==> src/rtl/clkreg_pkg.sv <==
package clkreg_pkg;
  localparam logic [11:0] OFF_CTL  = 12'h000;
  localparam logic [11:0] OFF_SRC  = 12'h01C;
  localparam logic [11:0] OFF_PRE  = 12'h020;
  localparam logic [11:0] OFF_PRE7 = 12'h024;
  localparam logic [11:0] OFF_IEN  = 12'h050;
  localparam logic [11:0] OFF_IFL  = 12'h054;
  localparam logic [11:0] OFF_ICL  = 12'h058;

  // index of each clock configuration word in the select vector
  localparam int CW_CTL  = 0;
  localparam int CW_SRC  = 1;
  localparam int CW_PRE  = 2;
  localparam int CW_PRE7 = 3;
  localparam int CW_N    = 4;

  localparam int PRE_W = 3;
  localparam int PRE_N = 4;

  // ready-interrupt bits kept by enable/flag/clear
  localparam logic [31:0] IRQ_MASK = 32'h0000_005B;

  typedef enum logic [1:0] {
    SRC_HSI16    = 2'd0,
    SRC_RESERVED = 2'd1,
    SRC_HSE_HALF = 2'd2,
    SRC_PLL_R    = 2'd3
  } sysclk_src_e;

  // prescaler k: which word holds it and at which bit it starts
  function automatic int pre_word(input int k);
    return (k == 3) ? CW_PRE7 : CW_PRE;
  endfunction

  function automatic int pre_lsb(input int k);
    return (k == 3) ? 4 : 4 * k;
  endfunction
endpackage

==> src/rtl/clkreg_ctrl.sv <==
module clkreg_ctrl
  import clkreg_pkg::*;
(
  input  logic              clk,
  input  logic              rst_n,
  input  logic              we,
  input  logic [CW_N-1:0]   wsel,
  input  logic [31:0]       wdata,
  output logic [31:0]       rd_word [CW_N],
  output sysclk_src_e       sys_src,
  output logic              hse_div2,
  output logic [PRE_W-1:0]  pre [PRE_N],
  output logic              cfg_changed
);
  logic hsi_on, hse_on, pll_on;
  sysclk_src_e src_q;
  logic unused_wbits;
  assign unused_wbits = ^wdata;

  always_ff @(posedge clk or negedge rst_n) begin
    if (!rst_n) begin
      hsi_on   <= 1'b1;
      hse_on   <= 1'b0;
      hse_div2 <= 1'b0;
      pll_on   <= 1'b0;
    end else if (we && wsel[CW_CTL]) begin
      hsi_on   <= wdata[8];
      hse_on   <= wdata[16];
      hse_div2 <= wdata[20];
      pll_on   <= wdata[24];
    end
  end

  always_ff @(posedge clk or negedge rst_n) begin
    if (!rst_n)                     src_q <= SRC_HSI16;
    else if (we && wsel[CW_SRC])    src_q <= sysclk_src_e'(wdata[1:0]);
  end
  assign sys_src = src_q;

  for (genvar k = 0; k < PRE_N; k++) begin : g_pre
    localparam int W = pre_word(k);
    localparam int L = pre_lsb(k);
    always_ff @(posedge clk or negedge rst_n) begin
      if (!rst_n)               pre[k] <= '0;
      else if (we && wsel[W])   pre[k] <= wdata[L +: PRE_W];
    end
  end

  always_ff @(posedge clk or negedge rst_n) begin
    if (!rst_n) cfg_changed <= 1'b0;
    else        cfg_changed <= we && (|wsel);
  end

  always_comb begin
    for (int w = 0; w < CW_N; w++) rd_word[w] = '0;
    rd_word[CW_CTL][8]  = hsi_on;
    rd_word[CW_CTL][10] = hsi_on;
    rd_word[CW_CTL][16] = hse_on;
    rd_word[CW_CTL][17] = hse_on;
    rd_word[CW_CTL][20] = hse_div2;
    rd_word[CW_CTL][24] = pll_on;
    rd_word[CW_CTL][25] = pll_on;
    rd_word[CW_SRC][1:0] = src_q;
    rd_word[CW_SRC][3:2] = src_q;
    for (int k = 0; k < PRE_N; k++)
      rd_word[pre_word(k)][pre_lsb(k) +: PRE_W] = pre[k];
  end

  // pulse only after a write that hit a configuration word
  p_pulse_source_r9: assert property (@(posedge clk) disable iff (!rst_n)
    cfg_changed |-> $past(we && (|wsel)));

  // source code holds unless its word is written
  p_src_hold_r10: assert property (@(posedge clk) disable iff (!rst_n)
    !(we && wsel[CW_SRC]) |=> $stable(sys_src));
endmodule

==> src/rtl/clkreg_irq.sv <==
module clkreg_irq
  import clkreg_pkg::*;
(
  input  logic        clk,
  input  logic        rst_n,
  input  logic        we_en,
  input  logic        we_clr,
  input  logic [31:0] wdata,
  output logic [31:0] en_word,
  output logic [31:0] flag_word
);
  logic [31:0] en_q;

  always_ff @(posedge clk or negedge rst_n) begin
    if (!rst_n)      en_q <= '0;
    else if (we_en)  en_q <= wdata & IRQ_MASK;
    else if (we_clr) en_q <= en_q & ~(wdata & IRQ_MASK);
  end

  assign en_word   = en_q;
  // security flag (bit 10) is never set: mask keeps it at 0
  assign flag_word = en_q & IRQ_MASK;

  // every enable bit written as 1 to the clear word is 0 afterwards
  p_clear_drops_r7: assert property (@(posedge clk) disable iff (!rst_n)
    we_clr |=> ((en_q & $past(wdata & IRQ_MASK)) == 32'd0));

  // bits written as 0 to the clear word keep their value
  p_clear_keeps_r7: assert property (@(posedge clk) disable iff (!rst_n)
    we_clr |=> ((en_q & ~$past(wdata)) == ($past(en_q) & ~$past(wdata))));
endmodule

==> src/rtl/clk_ctrl_regs.sv <==
module clk_ctrl_regs
  import clkreg_pkg::*;
#(
  parameter int ADDR_W = 10
) (
  input  logic              clk,
  input  logic              rst_n,
  input  logic              psel,
  input  logic              penable,
  input  logic              pwrite,
  input  logic [ADDR_W-1:0] paddr,
  input  logic [31:0]       pwdata,
  output logic [31:0]       prdata,
  output logic [1:0]        sys_src,
  output logic              hse_div2,
  output logic [2:0]        ahb_pre,
  output logic [2:0]        apb1_pre,
  output logic [2:0]        apb2_pre,
  output logic [2:0]        apb7_pre,
  output logic              config_changed
);
  localparam int WA = ADDR_W - 2;

  logic wr, rd;
  logic [CW_N-1:0] cw_sel;
  logic hit_ien, hit_ifl, hit_icl;
  logic [31:0] cw_rd [CW_N];
  logic [31:0] en_word, flag_word, rd_mux;
  logic [PRE_W-1:0] pre [PRE_N];
  sysclk_src_e src;
  logic unused_lsb;
  assign unused_lsb = ^paddr[1:0];

  assign wr = psel && penable && pwrite;
  assign rd = psel && penable && !pwrite;

  function automatic logic hit(input logic [ADDR_W-1:0] a, input logic [11:0] off);
    return a[ADDR_W-1:2] == off[ADDR_W-1:2];
  endfunction

  assign cw_sel[CW_CTL]  = hit(paddr, OFF_CTL);
  assign cw_sel[CW_SRC]  = hit(paddr, OFF_SRC);
  assign cw_sel[CW_PRE]  = hit(paddr, OFF_PRE);
  assign cw_sel[CW_PRE7] = hit(paddr, OFF_PRE7);
  assign hit_ien = hit(paddr, OFF_IEN);
  assign hit_ifl = hit(paddr, OFF_IFL);
  assign hit_icl = hit(paddr, OFF_ICL);

  clkreg_ctrl u_ctrl (
    .clk(clk), .rst_n(rst_n), .we(wr), .wsel(cw_sel), .wdata(pwdata),
    .rd_word(cw_rd), .sys_src(src), .hse_div2(hse_div2), .pre(pre),
    .cfg_changed(config_changed)
  );

  clkreg_irq u_irq (
    .clk(clk), .rst_n(rst_n), .we_en(wr && hit_ien), .we_clr(wr && hit_icl),
    .wdata(pwdata), .en_word(en_word), .flag_word(flag_word)
  );

  assign sys_src  = src;
  assign ahb_pre  = pre[0];
  assign apb1_pre = pre[1];
  assign apb2_pre = pre[2];
  assign apb7_pre = pre[3];

  always_comb begin
    rd_mux = '0;
    for (int w = 0; w < CW_N; w++)
      if (cw_sel[w]) rd_mux = cw_rd[w];
    if (hit_ien) rd_mux = en_word;
    if (hit_ifl) rd_mux = flag_word;
  end

  always_ff @(posedge clk or negedge rst_n) begin
    if (!rst_n)  prdata <= '0;
    else if (rd) prdata <= rd_mux;
  end

  // read data holds between read accesses
  p_prdata_hold_r11: assert property (@(posedge clk) disable iff (!rst_n)
    !rd |=> $stable(prdata));

  // no pulse after a write to the interrupt words
  p_no_pulse_irq_r9: assert property (@(posedge clk) disable iff (!rst_n)
    (wr && (hit_ien || hit_icl || hit_ifl)) |=> !config_changed);

  initial assert (WA >= 7) else $error("ADDR_W too small for register map");
endmodule

==> config.mk <==
export PLATFORM = sky130hd
export DESIGN_NAME = clk_ctrl_regs
export DESIGN_NICKNAME = d
export VERILOG_FILES = /design/src/rtl/clkreg_pkg.sv /design/src/rtl/clkreg_ctrl.sv /design/src/rtl/clkreg_irq.sv /design/src/rtl/clk_ctrl_regs.sv
export SDC_FILE = /design/constraint.sdc
export NUM_CORES = 1
export LEC_CHECK = 0
export ABC_AREA = 1
export BUFFER_PORTS_ARGS = -buffer_cell sky130_fd_sc_hd__buf_2
export CELL_PAD_IN_SITES_DETAIL_PLACEMENT = 1
export CELL_PAD_IN_SITES_GLOBAL_PLACEMENT = 2
export CORE_ASPECT_RATIO = 0.9
export CORE_MARGIN = 4
export CORE_UTILIZATION = 23
export CTS_CLUSTER_SIZE = 30
export DETAILED_ROUTE_END_ITERATION = 16
export PLACE_DENSITY_LB_ADDON = 0.15
export SYNTH_ARGS = -nofsm -noshare
export SYNTH_HDL_FRONTEND = slang
export SYNTH_SLANG_ARGS = --single-unit
==> constraint.sdc <==
create_clock -name clk -period 1 [get_ports clk]
set_input_delay 0.3 -clock clk [delete_from_list [all_inputs] [get_ports clk]]
set_output_delay 0.3 -clock clk [all_outputs]
set_load 0.01 [all_outputs]
# ---- Word level (Yosys, flattened, before mapping)
# Index checks and enable logic that the tools add are counted.
# W data, S select, Z words.
dict set report word_totals {
  latchBits 0
  ff_bits 83
  output_inout_bits 48
  ram_bits 0
  mem_count 0
  mem_bits_ro 0
}
dict set report op_classes {
  n_lt_le_gt_ge 0
  n_mux 8
  multipliers 0
  bitwise 2
  n_reduce_logical 14
  n_div 0
  shift 0
  n_addsub 0
  eq_ne 6
}
# cell count
set op_table {}
lappend op_table {{$mux W32} 7}
lappend op_table {{$and A32 B32 Y32} 1}
lappend op_table {{$not A7 Y32} 1}
lappend op_table {{$mux W26} 1}
lappend op_table {{$eq A8 B5 Y1 const B} 3}
lappend op_table {{$eq A8 B4 Y1 const B} 2}
lappend op_table {{$logic_and A1 B1 Y1} 10}
lappend op_table {{$eq A8 B3 Y1 const B} 1}
lappend op_table {{$logic_not A8 Y1} 1}
lappend op_table {{$reduce_or A4 Y1} 1}
lappend op_table {{$reduce_bool A2 Y1} 1}
lappend op_table {{$logic_not A1 Y1} 1}

# ---- Depth between registers and ports, before layout
# Gate-level depths: netlist (run 1).
dict set report depth {
  ltp_word 7
  ltp_mapped 8
  ltp_nobuf 8
}

# ---- Cells and area by module
# Synthesis (run 1) repeated with hierarchy kept, for this count alone.
dict set report hier_totals {
  hier_cells 868
  area_unflattened_um2 5611.6
}
# mod area_each_um2 n_inst cells_per_inst seq_area_each_um2
set by_module_without_submodules {}
lappend by_module_without_submodules {clk_ctrl_regs 3221.8 1 576 800.8}
lappend by_module_without_submodules {clkreg_ctrl 1732.9 1 206 476.7}
lappend by_module_without_submodules {clkreg_irq 656.9 1 86 125.1}

# ---- Worst setup path before layout (run 1)
# No wires, ideal clock.
dict set report synth_timing {
  kind {input port to flip-flop}
  startpoint {input port paddr[7]}
  endpoint {register u_ctrl.pre[3] (netlist name)}
  path_slack_ns -0.150
  cell_stages 7
  setup_time_ns 0.118
  path_buffers 1
  arrival_ns 1.032
  path_cell_list {inv_1 > nand2_1 > nor2_8 > nand3_4 > buf_6 > nand2_1 > o21ai_2}
}
dict set report synth_via {
  elab_chain_len 2
}
# element line_no
set synth_lines {}
lappend synth_lines {{start: declaration} clk_ctrl_regs.sv:11} ;# input logic [ADDR_W-1:0] paddr,
lappend synth_lines {{$eq A8 B4 Y1} clk_ctrl_regs.sv:38} ;# return a[ADDR_W-1:2] == off[ADDR_W-1:2];
lappend synth_lines {{$logic_and A1 B1 Y1} clkreg_ctrl.sv:45} ;# else if (we && wsel[W]) pre[k] <= wdata[L +: PRE_W];
lappend synth_lines {{end signal: indexed assignment} clkreg_ctrl.sv:45}
lappend synth_lines {{end: declaration} clkreg_ctrl.sv:12} ;# output logic [PRE_W-1:0] pre [PRE_N],
# No other way between the ends.
# A chain may end at the register's enable or synchronous reset.

==> impl_metrics.ini, run 1 <==
[placement]
hpwl_mm = 4.876
portBuffers = 73
placedCellCount = 444
place_congestion = 0.6978

[worst_setup_path]
reg2regPathDepth = 5
path_max_fanout = 9
crit_start = prdata[30]
critPathArrivalTime_ns = 0.98
startpoint_type = flop
critical_path_required_ns = 0.70
r2r-start = u_ctrl.sys_src[1]
critical_path_class = flop to output pin
cp-end-kind = output pin
cp-endpoint = prdata[15]
reg2reg_to = prdata[3]
rrSetupSlack_ns = 0.04

[drt]
vias = 2035
drtIter0Drc = 47
vias_per_cell = 4.170
dr.pass1.iters = 4
drc = 0
wl_mm = 7.167
wl_per_cell_um = 14.69
ant_nets = 0

[clock_tree]
cts.sink_count = 38
htreeDepth = 2
cts-root-buf = clkbuf_8
cts.path.max_buffers = 2
cts.clk_slew.worst_paths_ns = 0.08
cts_tree = built
cts_made_buffers = 5
clock_latency_ns = 0.29

[run_status]
status = finished with violations
violations = setup timing

[pwr]
p_per_area_nw_per_um2 = 924.3
ir_drop_mv = 0.4759
p_leak_nw = 1.870

[synthesis]
yosysMostFrequentCell = nand2_1
synth_flop_cell = dfrtp_1
synth-seq-cells = 38
avgSynthCellArea_um2 = 8.363
synth_seq_area_share_pct = 46.09
synthTopCellsByCount = 65 x nand2_1, 37 x dfrtp_1, 35 x nand3_1
syn-num-nets = 294
synth.cell_area_um2 = 2066
synth_edf_count = 0
yosysTopAreaCell = dfrtp_1
synth_cells = 247
synth_top_area_share_pct = 44.82
yosysWarnings = 0
async_flop_share_pct = 100.0
ys_top_cells_by_area = dfrtp_1 45%, nand2_1 12%, nand3_1 8.5%
synthDistinctLibCells = 28

[layout]
drive_gt1_share_pct = 61.52
fin_cells = 488
final_nets = 415
insertedDiodeCount = 0
syn_to_final_growth_pct = 74.14

[sta]
setup_viol = 55
fin_ws_ns = -0.2811
tightest_slew_ns = 0.2395
finalCriticalPeriod_ns = 1.281
hold_viol = 0
skew_ns = 0.008096
relSlewSlack_pct = 84.03
maxSlewViolCount = 0
period_share_pct = 128.1
finalHoldWorstSlack_ns = 0.2345
setup_tns_ns = -8.562
fmax_mhz = 780.6
rsz0062_at_grt = true

[floorplan]
start_util_pct = 23.89
io_pins = 95
die_x_um = 107.9
core_um2 = 8648
fp.dieH_um = 97.91
rows = 32
die-area_um2 = 10560

[grt]
grt_pass1_vias = 2079
track_usage_pct = 13.05
grt_max_degree = 39
grt_overflow = 0
grt_pass1_wl_mm = 10.92
antenna_found_initial = 0

[run]
maxCapViolCount = 0

[worst_hold_path]
hold_path_class = primary input to flop
## sequential cells by signal, summed over array words and instances (netlist names)
signal,cells
prdata,14
u_ctrl.pre,12
u_irq.en_word,5
u_ctrl.sys_src,2
u_ctrl.cfg_changed,1
u_ctrl.hse_div2,1
u_ctrl.hse_on,1
u_ctrl.hsi_on,1
u_ctrl.pll_on,1
## power breakdown
part	internal [mW]	switching, mW
registers	1.57	0.0265
clock network	0.555	0.592
logic	0.260	0.318
total	2.39	0.937
## how the worst min path moves through the flow
stage / start / end / cells after the start
6_report: pwdata[3] / u_irq.en_word[3] / 3
2_1_floorplan: rst_n / prdata[0] / 0
5_1_grt: pwdata[9] / u_ctrl.pre[4] / 3
3_3_place_gp: rst_n / prdata[20] / 2
3_5_place_dp: rst_n / u_ctrl.hse_div2 / 2
4_1_cts: pwdata[2] / u_ctrl.pre[11] / 3
## per-stage QoR
| step | setup WS (ns) | utilization (%) | cell area [um^2] | power [mW] |
|---|---|---|---|---|
| global placement | -0.4422 | 32.45 | 2806 | 2.075 |
| detailed placement | -0.4412 | 32.45 | 2806 | 2.079 |
| finish | -0.2811 | 41.59 | 3597 | 3.325 |
| floorplan | -0.05042 | - | 2238 | 1.829 |
| CTS | -0.2862 | 36.85 | 3187 | 3.319 |
| global route | -0.3135 | 41.59 | 3597 | 3.483 |
## critical path, stage by stage, from the launching register on
cell	delay [ns]
dfrtp_2	0.42
buf_6	0.14
buf_2	0.13
## final cells by class
type                    count  area, um^2
clock inverters             2       12.51
fillers                  1040        5051
clock buffers               6       82.58
inverters                  27       180.2
flip-flops and latches     38       953.4
multi-input cells         161        1201
repair inverters            1       7.507
repair buffers            134        1011
well taps                 119       148.9
## layer usage
layer	vias to the layer above	global-route usage [%]	routed length (um)
met4	0	2.621	76
met1	967	17.19	3137
met5	-	0	0
met3	7	2.974	315
met2	46	21.94	3637
li1	1015	-	-
## what timing repair did
action,CTS,global route
endpoints found under the setup margin,80,80
pin swaps,13,29
endpoints found under the hold margin,37,0
setup buffers,19,14
hold buffers,1,0
gates resized for setup,35,70
gates cloned,1,1
## placed cells by master (no fill, tap or decap), drive strengths merged
cell,Yosys,final
o31ai,1,1
clkinv,2,4
nand3b,3,3
o21bai,1,1
inv,25,23
nand3,38,39
clkinvlp,0,3
dfrtp,37,37
clkbuf,0,6
dfstp,1,1
dlygate4sd3,0,1
o21ai,11,11
nor2,25,25
a21oi,6,6
nor3,2,2
o21a,3,3
buf,22,133
nand2,70,70
## kinds of logic (layout without fill, tap and decap cells)
| logic type | Yosys count | count (layout) | synth area share, % |
|---|---|---|---|
| buffers and inverters | 49 | 170 | 13.20 |
| AND/OR/NAND/NOR | 138 | 139 | 33.13 |
| flip-flops | 38 | 38 | 46.09 |
| AO/OA/AOI/OAI | 22 | 22 | 7.571 |
No activity file was read; power rests on OpenSTA's default activity.
==> run 2, diff against run 1 <==
==> constraint.sdc (replaced) <==
create_clock -name clk -period 1 [get_ports clk]
set_input_delay 0.05 -clock clk [delete_from_list [all_inputs] [get_ports clk]]
set_output_delay 0.05 -clock clk [all_outputs]
set_load 0.01 [all_outputs]
==> impl_metrics.ini, run 2 (synthesis results as in run 1) <==
[clock_tree]
cts.clk_slew.worst_paths_ns = 0.08
htreeDepth = 2
cts.sink_count = 38
clock_latency_ns = 0.29
cts_tree = built
cts-root-buf = clkbuf_8
cts_made_buffers = 5
cts.path.max_buffers = 2

[floorplan]
io_pins = 95
rows = 32
die_x_um = 107.9
start_util_pct = 23.89
core_um2 = 8648
die-area_um2 = 10560
fp.dieH_um = 97.91

[drt]
drtIter0Drc = 49
dr.pass1.iters = 4
ant_nets = 0
drc = 0
vias = 1896
vias_per_cell = 4.095
wl_per_cell_um = 13.87
wl_mm = 6.423

[pwr]
p_leak_nw = 1.614
ir_drop_mv = 0.5068
p_per_area_nw_per_um2 = 1092
finalPower_mw = 3.134

[sta]
hold_viol = 0
relSlewSlack_pct = 72.45
tightest_slew_ns = 0.4128
finalCriticalPeriod_ns = 1.029
period_share_pct = 102.9
rsz0062_at_grt = true
maxSlewViolCount = 0
finalHoldWorstSlack_ns = 0.004195
setup_viol = 17
skew_ns = 0.005620
setup_tns_ns = -0.4370
fmax_mhz = 971.9
fin_ws_ns = -0.02893

[grt]
grt_pass1_vias = 2011
grt_max_degree = 39
track_usage_pct = 12.42
antenna_found_initial = 0
grt_overflow = 0
grt_pass1_wl_mm = 10.39

[placement]
hpwl_mm = 4.924
placed_area_um2 = 2655
placedCellCount = 443
place_ws_ns = -0.1411
portBuffers = 73
place_congestion = 0.7518

[run_status]
violations = setup timing
status = finished with violations

[layout]
layout_common_cells = 73 x buf_2, 65 x nand2_1, 36 x dfrtp_1, 35 x nand3_1
num-fill-cells = 1074
fin_area_um2 = 2872
largest_reg_flops = 14
fin_util_pct = 33.20
drive_gt1_share_pct = 40.99
syn_to_final_growth_pct = 39.01
fin_cells = 463
insertedDiodeCount = 0
layout_commonest_cell = buf_2
largest-register = prdata
final_nets = 390

[worst_hold_path]
hold_path_class = primary input to flop

[worst_setup_path]
cp-end-kind = output pin
critical_path_class = flop to output pin
critPathArrivalTime_ns = 0.98
path_max_fanout = 9
critical_path_required_ns = 0.95
startpoint_type = flop

[run]
maxCapViolCount = 0
## run 2: cell count changes in the layout (fill, tap and decap cells not counted), moves of 7 or more
| cell | previous run | this run |
|---|---|---|
| buf_6 | 26 | 2 |
| nor2_4 | 11 | 2 |
| nand2_4 | 8 | 1 |
| nand3_1 | 20 | 35 |
| nor2_1 | 11 | 18 |
| buf_4 | 47 | 23 |
| dlygate4sd3_1 | 1 | 9 |
| buf_2 | 56 | 73 |
| nand2_1 | 47 | 65 |
| inv_1 | 16 | 23 |
| nand3_2 | 14 | 2 |
## run 2: final timing paths
kind | cells past startpoint | end | startpoint | slack, ns
worst max-delay path | 2 | prdata[26] | prdata[30] | -0.03
worst min-delay path | 3 | u_ctrl.hse_div2 | pwdata[20] | 0.004
worst max register to register | 4 | prdata[8] | u_ctrl.hsi_on | 0.13
worst min register to register | 2 | prdata[8] | prdata[8] | 0.48
max in group asynchronous | 3 | u_ctrl.hsi_on | rst_n | 0.46
min in group asynchronous | 3 | u_ctrl.pre[11] | rst_n | 0.28
## run 2: power by group
group	internal, mW	switching, mW	total (mW)
Sequential	1.57	0.0262	1.60
Clock	0.555	0.589	1.14
Combinational	0.172	0.218	0.391
## run 2: worst max-delay path, stage by stage, from the launching register on
cell and delay [ns]:
dfrtp_2 0.42, buf_6 0.13, buf_2 0.13
## run 2: repair_timing
action                     4_1_cts  5_1_grt
hold endpoints to repair        46        0
hold buffers                     9        0
gates resized for setup          1        4
setup endpoints to repair       17       17
setup buffers                    0        3
## run 2: layout make-up
cell class | instances | area (um^2) | share of cell area [%]
flip-flops and latches | 38 | 953.4 | 33.20
multi-input cells | 160 | 840.8 | 29.28
repair buffers | 111 | 730.7 | 25.45
well taps | 119 | 148.9 | 5.185
inverters | 27 | 102.6 | 3.573
clock buffers | 6 | 82.58 | 2.876
clock inverters | 2 | 12.51 | 0.4357
## run 2: layer usage
layer / global-route usage, % / vias up / share of wire (%)
met3: 3.173 / 4 / 5.4
met4: 2.330 / 0 / 0.70
li1: - / 954 / -
met2: 20.79 / 43 / 47
met5: 0 / - / 0
met1: 16.31 / 895 / 47
==> run 3, diff against run 2 <==
--- a/config.mk
+++ b/config.mk
@@ -14,7 +14,9 @@
 export CORE_UTILIZATION = 23
 export CTS_CLUSTER_SIZE = 30
 export DETAILED_ROUTE_END_ITERATION = 16
+export GPL_TIMING_DRIVEN = 0
 export PLACE_DENSITY_LB_ADDON = 0.15
+export RECOVER_POWER = 50
 export SYNTH_ARGS = -nofsm -noshare
 export SYNTH_HDL_FRONTEND = slang
 export SYNTH_SLANG_ARGS = --single-unit
==> constraint.sdc (replaced) <==
create_clock -name clk -period 0.9 [get_ports clk]
set_input_delay 0.045 -clock clk [delete_from_list [all_inputs] [get_ports clk]]
set_output_delay 0.045 -clock clk [all_outputs]
set_load 0.01 [all_outputs]
==> impl_metrics.ini, run 3 (synthesis results as in run 1) <==
[pwr]
pwr-share-clk_pct = 45.0
swShare_pct = 23.06
p_leak_nw = 1.745
ir_drop_mv = 0.6066
p_int_mw = 3.116
p_comb_share_pct = 11.1
p_per_area_nw_per_um2 = 1236
p_switching_mw = 0.9337
seq_power_share_pct = 43.8

[clock_tree]
cts-root-buf = clkbuf_8
cts_tree = built
clock_latency_ns = 0.29
holdBufCountCts = 11
htreeDepth = 2
cts.sink_count = 38
cts.clk_slew.worst_paths_ns = 0.08
cts_made_buffers = 5
cts.path.max_buffers = 2

[run_status]
status = finished with violations
violations = hold timing, setup timing

[run]
maxCapViolCount = 0

[worst_setup_path]
worst_path_largest_cell_delay_ns = 0.44
critical_path_required_ns = 0.85
cp-end-kind = output pin
crit_start = prdata[30]
cp-endpoint = prdata[13]
rrSetupSlack_ns = 0.02
startpoint_type = flop
path_cells = buf_4 -> buf_4 -> buf_6
worstPathBufferInverterCount = 3
path_max_fanout = 4
reg2regPathDepth = 4
cp_slowest_cell = dfrtp_2
cp_top_family = flip-flops
critical_path_class = flop to output pin
crit_cells = 3
critPathArrivalTime_ns = 1.11
r2r-start = prdata[30]
reg2reg_to = prdata[30]
crit_top_cell = buf_4

[sta]
fin_ws_ns = -0.2577
rsz0062_at_grt = true
tightest_slew_ns = 1.033
finalCriticalPeriod_ns = 1.158
maxSlewViolCount = 0
setup_viol = 20
hold_viol = 37
fmax_mhz = 863.8
skew_ns = 0.003598
relSlewSlack_pct = 31.10
finalHoldWorstSlack_ns = -0.07439
period_share_pct = 128.6

[layout]
syn_to_final_growth_pct = 58.57
drive_gt1_share_pct = 46.63
layout_commonest_cell = nand2_1
largest-register = prdata
largest_reg_flops = 14
layout_common_cells = 58 x nand2_1, 50 x buf_2, 44 x buf_6, 36 x dfrtp_1, 32 x nand3_1
num-fill-cells = 1042
insertedDiodeCount = 0
multi_input_area_um2 = 935.9
regArea_um2 = 953.4
final_nets = 402

[grt]
grt_pass1_wl_mm = 10.62
grt_pass1_vias = 2095
track_usage_pct = 12.76
grt_max_degree = 39
grt_overflow = 0
antenna_found_initial = 0

[drt]
wl_met3_um = 284
vias = 1956
ant_nets = 0
wl_met2_mm = 3.253
vias_per_cell = 4.118
drtIter0Drc = 65
dr.pass1.iters = 4
drc = 0
routed.top_layer = met4
wl_mm = 6.614
m1WireLength_mm = 3.027
wl_per_cell_um = 13.92

[floorplan]
fp.dieH_um = 97.91
rows = 32
start_util_pct = 23.89
io_pins = 95
die_x_um = 107.9
core_um2 = 8648
die-area_um2 = 10560

[placement]
portBuffers = 73
place_congestion = 0.7245
hpwl_mm = 4.750
place_ws_ns = -0.3992

[worst_hold_path]
hold_path_class = primary input to asynchronous set/reset pin
run 3: cell types whose count changed in the layout (fill, tap and decap cells not counted), sizes merged:
cell,change
clkinvlp,-1
clkbuf,+1
dlygate4sd3,+2
buf,+9
inv,+1
bufinv,+2
clkinv,-2
run 3: power by group through the flow:
stage | Combinational (mW) | Clock (mW) | Sequential [mW]
floorplan | 0.152 | 0 | 1.82
global placement | 0.360 | 0 | 1.81
detailed placement | 0.361 | 0 | 1.81
CTS | 0.408 | 1.88 | 1.77
global route | 0.504 | 1.96 | 1.78
finish | 0.451 | 1.82 | 1.77
run 3: stage by stage:
stage               power (mW)  instances  utilization (%)  area, um^2  setup TNS [ns]
floorplan                1.973        247                -        2066               0
global placement         2.167        439            29.83        2580          -12.93
detailed placement       2.169        439            29.83        2580          -12.43
CTS                      4.061        463            34.59        2992          -4.224
global route             4.245        475            37.88        3276          -5.209
finish                   4.050        475            37.88        3276          -4.090
run 3: metal layers:
metal	up-vias	GRT usage, %
met5	-	0
met4	0	2.913
met3	5	2.776
li1	977	-
met2	44	21.08
met1	930	17.08
run 3: what timing repair did:
action | CTS | global route
resized for setup | 31 | 45
buffers inserted | 5 | 11
pin swaps | 2 | 6
gates cloned | 0 | 1
hold endpoints to repair | 48 | 37
endpoints found under the setup margin | 37 | 65
run 3: cell type report:
| type | instances | share of cell area (%) |
|---|---|---|
| plain buffers | 22 | 7.028 |
| clock buffers | 6 | 2.521 |
| clock inverters | 2 | 1.833 |
| inverters | 27 | 3.247 |
| multi-input cells | 160 | 28.57 |
| flip-flops and latches | 38 | 29.11 |
| well taps | 119 | 4.545 |
| repair buffers | 101 | 23.15 |
run 3: how the worst min path moves through the flow:
stage                      from        endpoint  cells after the start
final                     rst_n       prdata[9]                      1
after detailed placement  rst_n  u_ctrl.pre[11]                      1
after floorplan           rst_n       prdata[0]                      0
after CTS                 rst_n   u_ctrl.pre[4]                      1
after global routing      rst_n       prdata[9]                      1
after global placement    rst_n       prdata[0]                      1
